<file path="src/rtl/usb_ep_pkg.sv">
package usb_ep_pkg;
  localparam int EPN_W = 4;
  localparam int REG_W = 12;

  typedef enum logic [1:0] {TOK_OUT = 2'd0, TOK_IN = 2'd1, TOK_SETUP = 2'd2, TOK_NONE = 2'd3} tok_e;
  typedef enum logic [1:0] {EP_OFF = 2'd0, EP_OUT = 2'd1, EP_IN = 2'd2, EP_BAD = 2'd3} ep_mode_e;
  typedef enum logic [1:0] {RSP_NAK = 2'd0, RSP_STALL = 2'd1, RSP_DATA = 2'd2, RSP_ACK = 2'd3} rsp_e;

  localparam logic [1:0] A_CFG  = 2'd0;
  localparam logic [1:0] A_LEN  = 2'd1;
  localparam logic [1:0] A_SEG  = 2'd2;
  localparam logic [1:0] A_CTRL = 2'd3;

  localparam int CFG_ISO_BIT  = 2;
  localparam int CFG_DSQ_BIT  = 3;
  localparam int CFG_UNST_BIT = 4;
  localparam int CFG_EPN_LSB  = 8;
  localparam int SEG_LSB      = 3;
  localparam int CTRL_STALL   = 0;
  localparam int CTRL_CANCEL  = 1;
endpackage

</file>
<file path="src/rtl/ep_reg_file.sv">
module ep_reg_file import usb_ep_pkg::*; #(
  parameter int LEN_W = 9,
  parameter int SEG_W = 6
) (
  input  logic             clk_i,
  input  logic             rst_ni,
  input  logic             we_i,
  input  logic [1:0]       addr_i,
  input  logic [REG_W-1:0] wdata_i,
  output logic [REG_W-1:0] rdata_o,
  input  logic [LEN_W-1:0] len_i,
  input  logic             dsq_i,
  input  logic             stall_i,
  output logic [1:0]       mode_o,
  output logic             iso_o,
  output logic             unst_o,
  output logic [EPN_W-1:0] epn_o,
  output logic [SEG_W-1:0] seg_o,
  output logic             cfg_we_o,
  output logic             len_we_o,
  output logic             ctrl_we_o,
  output logic [LEN_W-1:0] wr_len_o,
  output logic             wr_dsq_o,
  output logic             wr_stall_o,
  output logic             wr_cancel_o
);
  assign cfg_we_o    = we_i && (addr_i == A_CFG);
  assign len_we_o    = we_i && (addr_i == A_LEN);
  assign ctrl_we_o   = we_i && (addr_i == A_CTRL);
  assign wr_len_o    = wdata_i[LEN_W-1:0];
  assign wr_dsq_o    = wdata_i[CFG_DSQ_BIT];
  assign wr_stall_o  = wdata_i[CTRL_STALL];
  assign wr_cancel_o = wdata_i[CTRL_CANCEL];

  always_ff @(posedge clk_i or negedge rst_ni) begin
    if (!rst_ni) begin
      mode_o <= '0;
      iso_o  <= 1'b0;
      unst_o <= 1'b0;
      epn_o  <= '0;
      seg_o  <= '0;
    end else begin
      if (cfg_we_o) begin
        mode_o <= wdata_i[1:0];
        iso_o  <= wdata_i[CFG_ISO_BIT];
        unst_o <= wdata_i[CFG_UNST_BIT];
        epn_o  <= wdata_i[CFG_EPN_LSB +: EPN_W];
      end
      if (we_i && addr_i == A_SEG) seg_o <= wdata_i[SEG_LSB +: SEG_W];
    end
  end

  always_comb begin
    rdata_o = '0;
    case (addr_i)
      A_CFG: begin
        rdata_o[1:0]                     = mode_o;
        rdata_o[CFG_ISO_BIT]             = iso_o;
        rdata_o[CFG_DSQ_BIT]             = dsq_i;
        rdata_o[CFG_UNST_BIT]            = unst_o;
        rdata_o[CFG_EPN_LSB +: EPN_W]    = epn_o;
      end
      A_LEN:  rdata_o[LEN_W-1:0]         = len_i;
      A_SEG:  rdata_o[SEG_LSB +: SEG_W]  = seg_o;
      default: rdata_o[CTRL_STALL]       = stall_i; // cancel bit reads 0
    endcase
  end
endmodule

</file>
<file path="src/rtl/ep_tok_match.sv">
module ep_tok_match import usb_ep_pkg::*; (
  input  logic             tok_valid_i,
  input  logic [1:0]       tok_type_i,
  input  logic [EPN_W-1:0] tok_ep_i,
  input  logic [EPN_W-1:0] epn_i,
  input  logic [1:0]       mode_i,
  input  logic             busy_i,
  output logic             hit_o,
  output logic             hit_in_o,
  output logic             hit_setup_o
);
  tok_e     ty;
  ep_mode_e md;
  logic     dir_ok;

  assign ty = tok_e'(tok_type_i);
  assign md = ep_mode_e'(mode_i);

  always_comb begin
    case (md)
      EP_OUT:  dir_ok = (ty == TOK_OUT) || (ty == TOK_SETUP);
      EP_IN:   dir_ok = (ty == TOK_IN);
      default: dir_ok = 1'b0;
    endcase
  end

  assign hit_o       = tok_valid_i && !busy_i && (tok_ep_i == epn_i) && dir_ok;
  assign hit_in_o    = hit_o && (ty == TOK_IN);
  assign hit_setup_o = hit_o && (ty == TOK_SETUP);
endmodule

</file>
<file path="src/rtl/ep_xact_ctrl.sv">
module ep_xact_ctrl import usb_ep_pkg::*; #(
  parameter int LEN_W = 9
) (
  input  logic             clk_i,
  input  logic             rst_ni,
  input  logic             hit_i,
  input  logic             hit_in_i,
  input  logic             hit_setup_i,
  input  logic             iso_i,
  input  logic             unst_i,
  input  logic             done_i,
  input  logic [LEN_W:0]   done_cnt_i,
  input  logic             cfg_we_i,
  input  logic             len_we_i,
  input  logic             ctrl_we_i,
  input  logic [LEN_W-1:0] wr_len_i,
  input  logic             wr_dsq_i,
  input  logic             wr_stall_i,
  input  logic             wr_cancel_i,
  output logic             busy_o,
  output logic             dsq_o,
  output logic             stall_o,
  output logic [LEN_W-1:0] len_o,
  output logic             resp_valid_o,
  output logic [1:0]       resp_o
);
  logic             armed_q, busy_q, cur_in_q, dsq_q, stall_q, rv_q;
  logic [LEN_W-1:0] len_q, cap_len;
  rsp_e             rsp_q;
  logic             stall_eff, cancel_we;

  assign stall_eff = stall_q && !(hit_setup_i && unst_i);
  assign cancel_we = ctrl_we_i && wr_cancel_i;
  assign cap_len   = (done_cnt_i > {1'b0, len_q}) ? len_q : done_cnt_i[LEN_W-1:0];

  always_ff @(posedge clk_i or negedge rst_ni) begin
    if (!rst_ni) begin
      armed_q  <= 1'b0;
      busy_q   <= 1'b0;
      cur_in_q <= 1'b0;
      dsq_q    <= 1'b0;
      stall_q  <= 1'b0;
      len_q    <= '0;
      rv_q     <= 1'b0;
      rsp_q    <= RSP_NAK;
    end else begin
      rv_q <= 1'b0;
      if (hit_i) begin
        if (hit_setup_i && unst_i) stall_q <= 1'b0;
        if (iso_i) begin
          if (armed_q) begin
            rv_q     <= 1'b1;
            rsp_q    <= RSP_DATA;
            busy_q   <= 1'b1;
            cur_in_q <= hit_in_i;
          end
        end else if (stall_eff) begin
          rv_q  <= 1'b1;
          rsp_q <= RSP_STALL;
        end else if (!armed_q) begin
          rv_q  <= 1'b1;
          rsp_q <= RSP_NAK;
        end else begin
          rv_q     <= 1'b1;
          rsp_q    <= RSP_DATA;
          busy_q   <= 1'b1;
          cur_in_q <= hit_in_i;
        end
      end
      if (done_i && busy_q) begin
        busy_q  <= 1'b0;
        armed_q <= 1'b0;
        if (!iso_i) begin
          rv_q  <= 1'b1;
          rsp_q <= RSP_ACK;
        end
        if (cur_in_q) dsq_q <= ~dsq_q;
        else          len_q <= cap_len;
      end
      // software writes take priority over hardware updates
      if (cfg_we_i) dsq_q <= wr_dsq_i;
      if (len_we_i) begin
        len_q   <= wr_len_i;
        armed_q <= 1'b1;
      end
      if (ctrl_we_i) begin
        stall_q <= wr_stall_i;
        if (wr_cancel_i && !busy_q) armed_q <= 1'b0;
      end
    end
  end

  assign busy_o       = busy_q;
  assign dsq_o        = dsq_q;
  assign stall_o      = stall_q;
  assign len_o        = len_q;
  assign resp_valid_o = rv_q;
  assign resp_o       = rsp_q;

  p_resp_from_token_r3: assert property (@(posedge clk_i) disable iff (!rst_ni)
    (rv_q && rsp_q != RSP_ACK) |-> $past(hit_i));
  p_ack_from_done_r7: assert property (@(posedge clk_i) disable iff (!rst_ni)
    (rv_q && rsp_q == RSP_ACK) |-> $past(done_i && busy_q));
  p_iso_silent_r8: assert property (@(posedge clk_i) disable iff (!rst_ni)
    (rv_q && rsp_q != RSP_DATA) |-> !$past(iso_i));
  p_dsq_flip_r9: assert property (@(posedge clk_i) disable iff (!rst_ni)
    (done_i && busy_q && cur_in_q && !cfg_we_i) |=> (dsq_q != $past(dsq_q)));
  p_len_capped_r10: assert property (@(posedge clk_i) disable iff (!rst_ni)
    (done_i && busy_q && !cur_in_q && !len_we_i) |=> (len_q <= $past(len_q)));
  p_cancel_busy_r11: assert property (@(posedge clk_i) disable iff (!rst_ni)
    (cancel_we && busy_q && !done_i) |=> armed_q);
  p_busy_armed_r12: assert property (@(posedge clk_i) disable iff (!rst_ni)
    busy_q |-> armed_q);
endmodule

</file>
<file path="src/rtl/usb_ep_ctrl.sv">
module usb_ep_ctrl import usb_ep_pkg::*; #(
  parameter int              LEN_W    = 9,
  parameter int              SEG_W    = 6,
  parameter int              ADDR_W   = 12,
  parameter logic [ADDR_W-1:0] BUF_BASE = 12'h100
) (
  input  logic              clk_i,
  input  logic              rst_ni,
  input  logic              reg_we_i,
  input  logic [1:0]        reg_addr_i,
  input  logic [REG_W-1:0]  reg_wdata_i,
  output logic [REG_W-1:0]  reg_rdata_o,
  input  logic              tok_valid_i,
  input  logic [1:0]        tok_type_i,
  input  logic [EPN_W-1:0]  tok_ep_i,
  input  logic              done_i,
  input  logic [LEN_W:0]    done_cnt_i,
  output logic              resp_valid_o,
  output logic [1:0]        resp_o,
  output logic              data_pid_o,
  output logic [ADDR_W-1:0] buf_addr_o,
  output logic [LEN_W-1:0]  tx_len_o
);
  localparam int OFS_W = SEG_W + SEG_LSB;

  logic [1:0]       mode;
  logic             iso, unst, busy, dsq, stall;
  logic [EPN_W-1:0] epn;
  logic [SEG_W-1:0] seg;
  logic [LEN_W-1:0] len, wr_len;
  logic             cfg_we, len_we, ctrl_we, wr_dsq, wr_stall, wr_cancel;
  logic             hit, hit_in, hit_setup;

  ep_reg_file #(.LEN_W(LEN_W), .SEG_W(SEG_W)) u_regs (
    .clk_i, .rst_ni,
    .we_i(reg_we_i), .addr_i(reg_addr_i), .wdata_i(reg_wdata_i), .rdata_o(reg_rdata_o),
    .len_i(len), .dsq_i(dsq), .stall_i(stall),
    .mode_o(mode), .iso_o(iso), .unst_o(unst), .epn_o(epn), .seg_o(seg),
    .cfg_we_o(cfg_we), .len_we_o(len_we), .ctrl_we_o(ctrl_we),
    .wr_len_o(wr_len), .wr_dsq_o(wr_dsq), .wr_stall_o(wr_stall), .wr_cancel_o(wr_cancel)
  );

  ep_tok_match u_match (
    .tok_valid_i, .tok_type_i, .tok_ep_i,
    .epn_i(epn), .mode_i(mode), .busy_i(busy),
    .hit_o(hit), .hit_in_o(hit_in), .hit_setup_o(hit_setup)
  );

  ep_xact_ctrl #(.LEN_W(LEN_W)) u_xact (
    .clk_i, .rst_ni,
    .hit_i(hit), .hit_in_i(hit_in), .hit_setup_i(hit_setup),
    .iso_i(iso), .unst_i(unst),
    .done_i, .done_cnt_i,
    .cfg_we_i(cfg_we), .len_we_i(len_we), .ctrl_we_i(ctrl_we),
    .wr_len_i(wr_len), .wr_dsq_i(wr_dsq), .wr_stall_i(wr_stall), .wr_cancel_i(wr_cancel),
    .busy_o(busy), .dsq_o(dsq), .stall_o(stall), .len_o(len),
    .resp_valid_o, .resp_o
  );

  assign buf_addr_o = BUF_BASE + ADDR_W'({seg, {SEG_LSB{1'b0}}});
  assign data_pid_o = dsq;
  assign tx_len_o   = len;

  initial begin
    if (ADDR_W < OFS_W) $error("ADDR_W too small for segment offset");
  end
endmodule

</file>
<file path="config.mk">
export PLATFORM = sky130hd
export DESIGN_NAME = usb_ep_ctrl
export DESIGN_NICKNAME = d
export VERILOG_FILES = /design/src/rtl/usb_ep_pkg.sv /design/src/rtl/ep_reg_file.sv /design/src/rtl/ep_tok_match.sv /design/src/rtl/ep_xact_ctrl.sv /design/src/rtl/usb_ep_ctrl.sv
export SDC_FILE = /design/constraint.sdc
export NUM_CORES = 1
export LEC_CHECK = 0
export ABC_AREA = 0
export BUFFER_PORTS_ARGS = -buffer_cell sky130_fd_sc_hd__buf_2
export CAP_MARGIN = 5
export CORE_ASPECT_RATIO = 0.5
export CORE_MARGIN = 3
export CORE_UTILIZATION = 50
export DETAILED_ROUTE_END_ITERATION = 7
export GPL_TIMING_DRIVEN = 0
export PLACE_DENSITY = 0.89
export SKIP_CTS_REPAIR_TIMING = 1
export SYNTH_ARGS = -nofsm -noshare
export SYNTH_HDL_FRONTEND = slang
export SYNTH_HIERARCHICAL = 1
export SYNTH_SLANG_ARGS = --single-unit
</file>
<file path="constraint.sdc">
create_clock -name clk_i -period 3.9 [get_ports clk_i]
set_input_delay 0 -clock clk_i [delete_from_list [all_inputs] [get_ports clk_i]]
set_output_delay 0 -clock clk_i [all_outputs]
set_load 0.01 [all_outputs]
</file>
==> qor.csv <==
metric;value;unit
RSZ-0062 raised after global routing;no;
WL/cell;16.46;um
met3 WL;477;um
die area;5148;um2
Worst Setup End Kind;flop;
Setup TNS;0;ns
pin count of the biggest net entering global routing;32;
crit share post-route;53.39;%
Post-Synth Simple-Gate Area;13.22;%
status;finished with violations;
non-filler instance count after layout;357;
CTS tree;built;
Overflow after GRT;0;
post-synthesis cell type count;40;
Layout area overhead;28.89;%
leakage;1.413;nW
Synth Register Bits;31;
failing checks;negative hold slack;
Synth Flop Type;dfrtp_1;
Row Count;16;
EDFF count, synth;0;
Reg clk slew, reported paths;0.07;ns
Die W;98.51;um
XOR/XNOR Fraction of Synth Area;2.047;%
startpoint types;flop;
DRT iter0 DRCs;161;
first-pass iteration count of the detailed router;5;
worst skew pair latency;0.28;ns
worst endpoint required time;4.05;ns
post-synthesis compound-gate area fraction;18.71;%
Final GP Congestion;0.8587;
fmax;480.2;MHz
Port Buffers;66;
Root Buffer;clkbuf_8;
Hold Path Class;in -> reg;
Crit Path Category;reg -> reg;
WHS Path Cells;2;
final hold violation count;2;
starting density of the core;53.44;%
highest ir drop seen on vdd;0.1783;mV
# diodes;0;
sequential area share after synthesis;36.26;%
crit path max fanout;10;
Max Cap Viol;0;
Tmin final;2.082;ns
final setup violation count;0;
Die Height;52.26;um
post-synthesis adder-cell area fraction;9.357;%
Post-DRT Antenna Nets;0;
P per Cell Area;366.9;nW/um2
Via density;5.655;
vias in the first global route;1898;
DR vias;2019;
pre-CTS WS;1.830;ns
first-pass GRT wire length;8638;um
Yosys top cell area share;36.26;%
DRC viols;0;
share of cells above drive strength 1;42.24;%
post-synthesis instance total;213;
count leader, synth;dfrtp_1;
area of the mapped netlist;2140;um2
Sequential cell area;775.7;um2
Min Hold Slack;-0.01426;ns
Clock Tree Buf Depth;2;
Post-synth top cells;dfrtp_1 (31), nand2_1 (24), inv_1 (19);
Final WS setup;1.818;ns
DR WL met2;3050;um
core area;4004;um2
largest family of logic cells by synthesized area;compound AO/OA/AOI/OAI gates;
mux cell area share after synthesis;9.064;%
Post-DP HPWL;4055;um
CP arrival;2.23;ns
Post-layout nets;353;
Synth area leader;dfrtp_1;
Clock Skews;0.008808;ns
top cells by area, synth;dfrtp_1 (36%), ha_1 (9.4%), mux2_2 (7.9%);
yosys warns;6;
FFs w/ async S/R, synth;100.0;%
Syn Area/Cell;10.04;um2
Max Used Layer;met4;
CTS H-tree lvls;2;
initial antenna violation count;0;
actual slew at the worst max-slew pin;0.7606;ns
Max-slew headroom;49.11;%
Clock Sinks;31;
area of the multi-input gates;1140;um2
Fill cells;279;
I/O pin total;72;
M1 WL;2278;um
Worst R2R Path Depth;9;
Final Slew Violations;0;
Post-Place Cells;337;
GRT Total Usage;21.33;%
CTS Buf Count;5;
Routed WL;5875;um
[power breakdown]
group / leakage [nW] / switching, mW / total [mW] / internal (mW)
sequential: 0.380 / 0.0578 / 0.436 / 0.378
combinational: 0.991 / 0.168 / 0.329 / 0.161
clock: 0.0412 / 0.122 / 0.247 / 0.125
[cells in the final DEF (no fill, tap or decap), types with 2 or more instances in the layout]
cell,n
conb_1,5
a222oi_1,3
clkbuf_8,5
inv_1,19
nand2_1,24
o211ai_2,9
a22o_1,2
nand3_1,5
xnor2_1,4
o21ai_0,9
a22oi_1,5
clkbuf_1,3
and2_1,3
dlygate4sd3_1,12
buf_4,18
dfrtp_1,31
ha_1,16
o2111ai_1,9
a211oi_2,2
and2_2,2
nor2b_1,4
buf_2,68
a21o_1,2
o211ai_1,2
a21oi_1,2
mux2_2,15
nor2_1,6
nand2_4,2
[stage by stage]
stage	hold WS, ns	utilization [%]	power, mW	area, um2
global placement	0.07268	63.75	0.7312	2552
floorplan	-0.2956	-	0.6227	2155
global route	-0.0007278	68.88	1.067	2758
finish	-0.01426	68.88	1.012	2758
CTS	-0.2203	65.88	0.9945	2638
detailed placement	0.08197	63.75	0.7491	2552
[registers in the layout, summed over array words and instances, names as in the netlist]
signal / count
u_regs/epn_o: 4
u_xact/cur_in_q: 1
u_regs/mode_o: 2
u_regs/unst_o: 1
u_xact/stall_o: 1
u_regs/seg_o: 6
u_xact/resp_valid_o: 1
u_regs/iso_o: 1
u_xact/len_o: 9
u_xact/armed_q: 1
u_xact/busy_o: 1
u_xact/dsq_o: 1
u_xact/resp_o: 2
[final timing paths]
kind	startpoint	end	slack (ns)
min	reg_wdata_i[1]	u_regs/mode_o[1]$_DFFE_PN0P_	-0.01
max in group asynchronous	rst_ni	u_xact/len_o[8]$_DFFE_PN0P_	3.14
max reg2reg	u_xact/len_o[7]$_DFFE_PN0P_	u_xact/len_o[3]$_DFFE_PN0P_	1.82
max	u_xact/len_o[7]$_DFFE_PN0P_	u_xact/len_o[3]$_DFFE_PN0P_	1.82
min in group asynchronous	rst_ni	u_xact/dsq_o$_DFFE_PN0P_	0.31
min reg2reg	u_regs/seg_o[4]$_DFFE_PN0P_	u_regs/seg_o[4]$_DFFE_PN0P_	0.54
[kinds of logic (layout without fill, tap and decap cells)]
group	after synthesis	count (layout)
adders and majority gates	16	16
muxes	17	17
DFF	31	31
and+or+nand+nor	53	53
other	1	5
xor gates and xnor gates	5	5
buffers and inverters	43	129
AOI/OAI and AO/OA	47	47
[worst max-delay path: stages, from the launching register on]
cell and delay [ns]:
dfrtp_1 0.40, inv_1 0.06, ha_1 0.29, a21o_1 0.17, a211oi_2 0.24, and4_1 0.22
buf_4 0.17, o21a_1 0.15, buf_6 0.16, o211ai_2 0.10
[metal layers]
layer / GRT usage [%] / vias to the layer above
li1: - / 922
met3: 6.375 / 8
met1: 24.54 / 987
met2: 38.48 / 102
met4: 7.710 / 0
met5: 0 / -
[final cells by class]
class / instances / area share, %
Buffer: 23 / 5.944
Clock buffer: 6 / 2.632
Clock inverter: 2 / 0.4537
Inverter: 20 / 2.722
Multi-Input combinational cell: 143 / 41.33
Sequential cell: 31 / 28.13
Tap cell: 54 / 2.450
Timing Repair Buffer: 78 / 16.33
(Power assumes the default switching activity.)
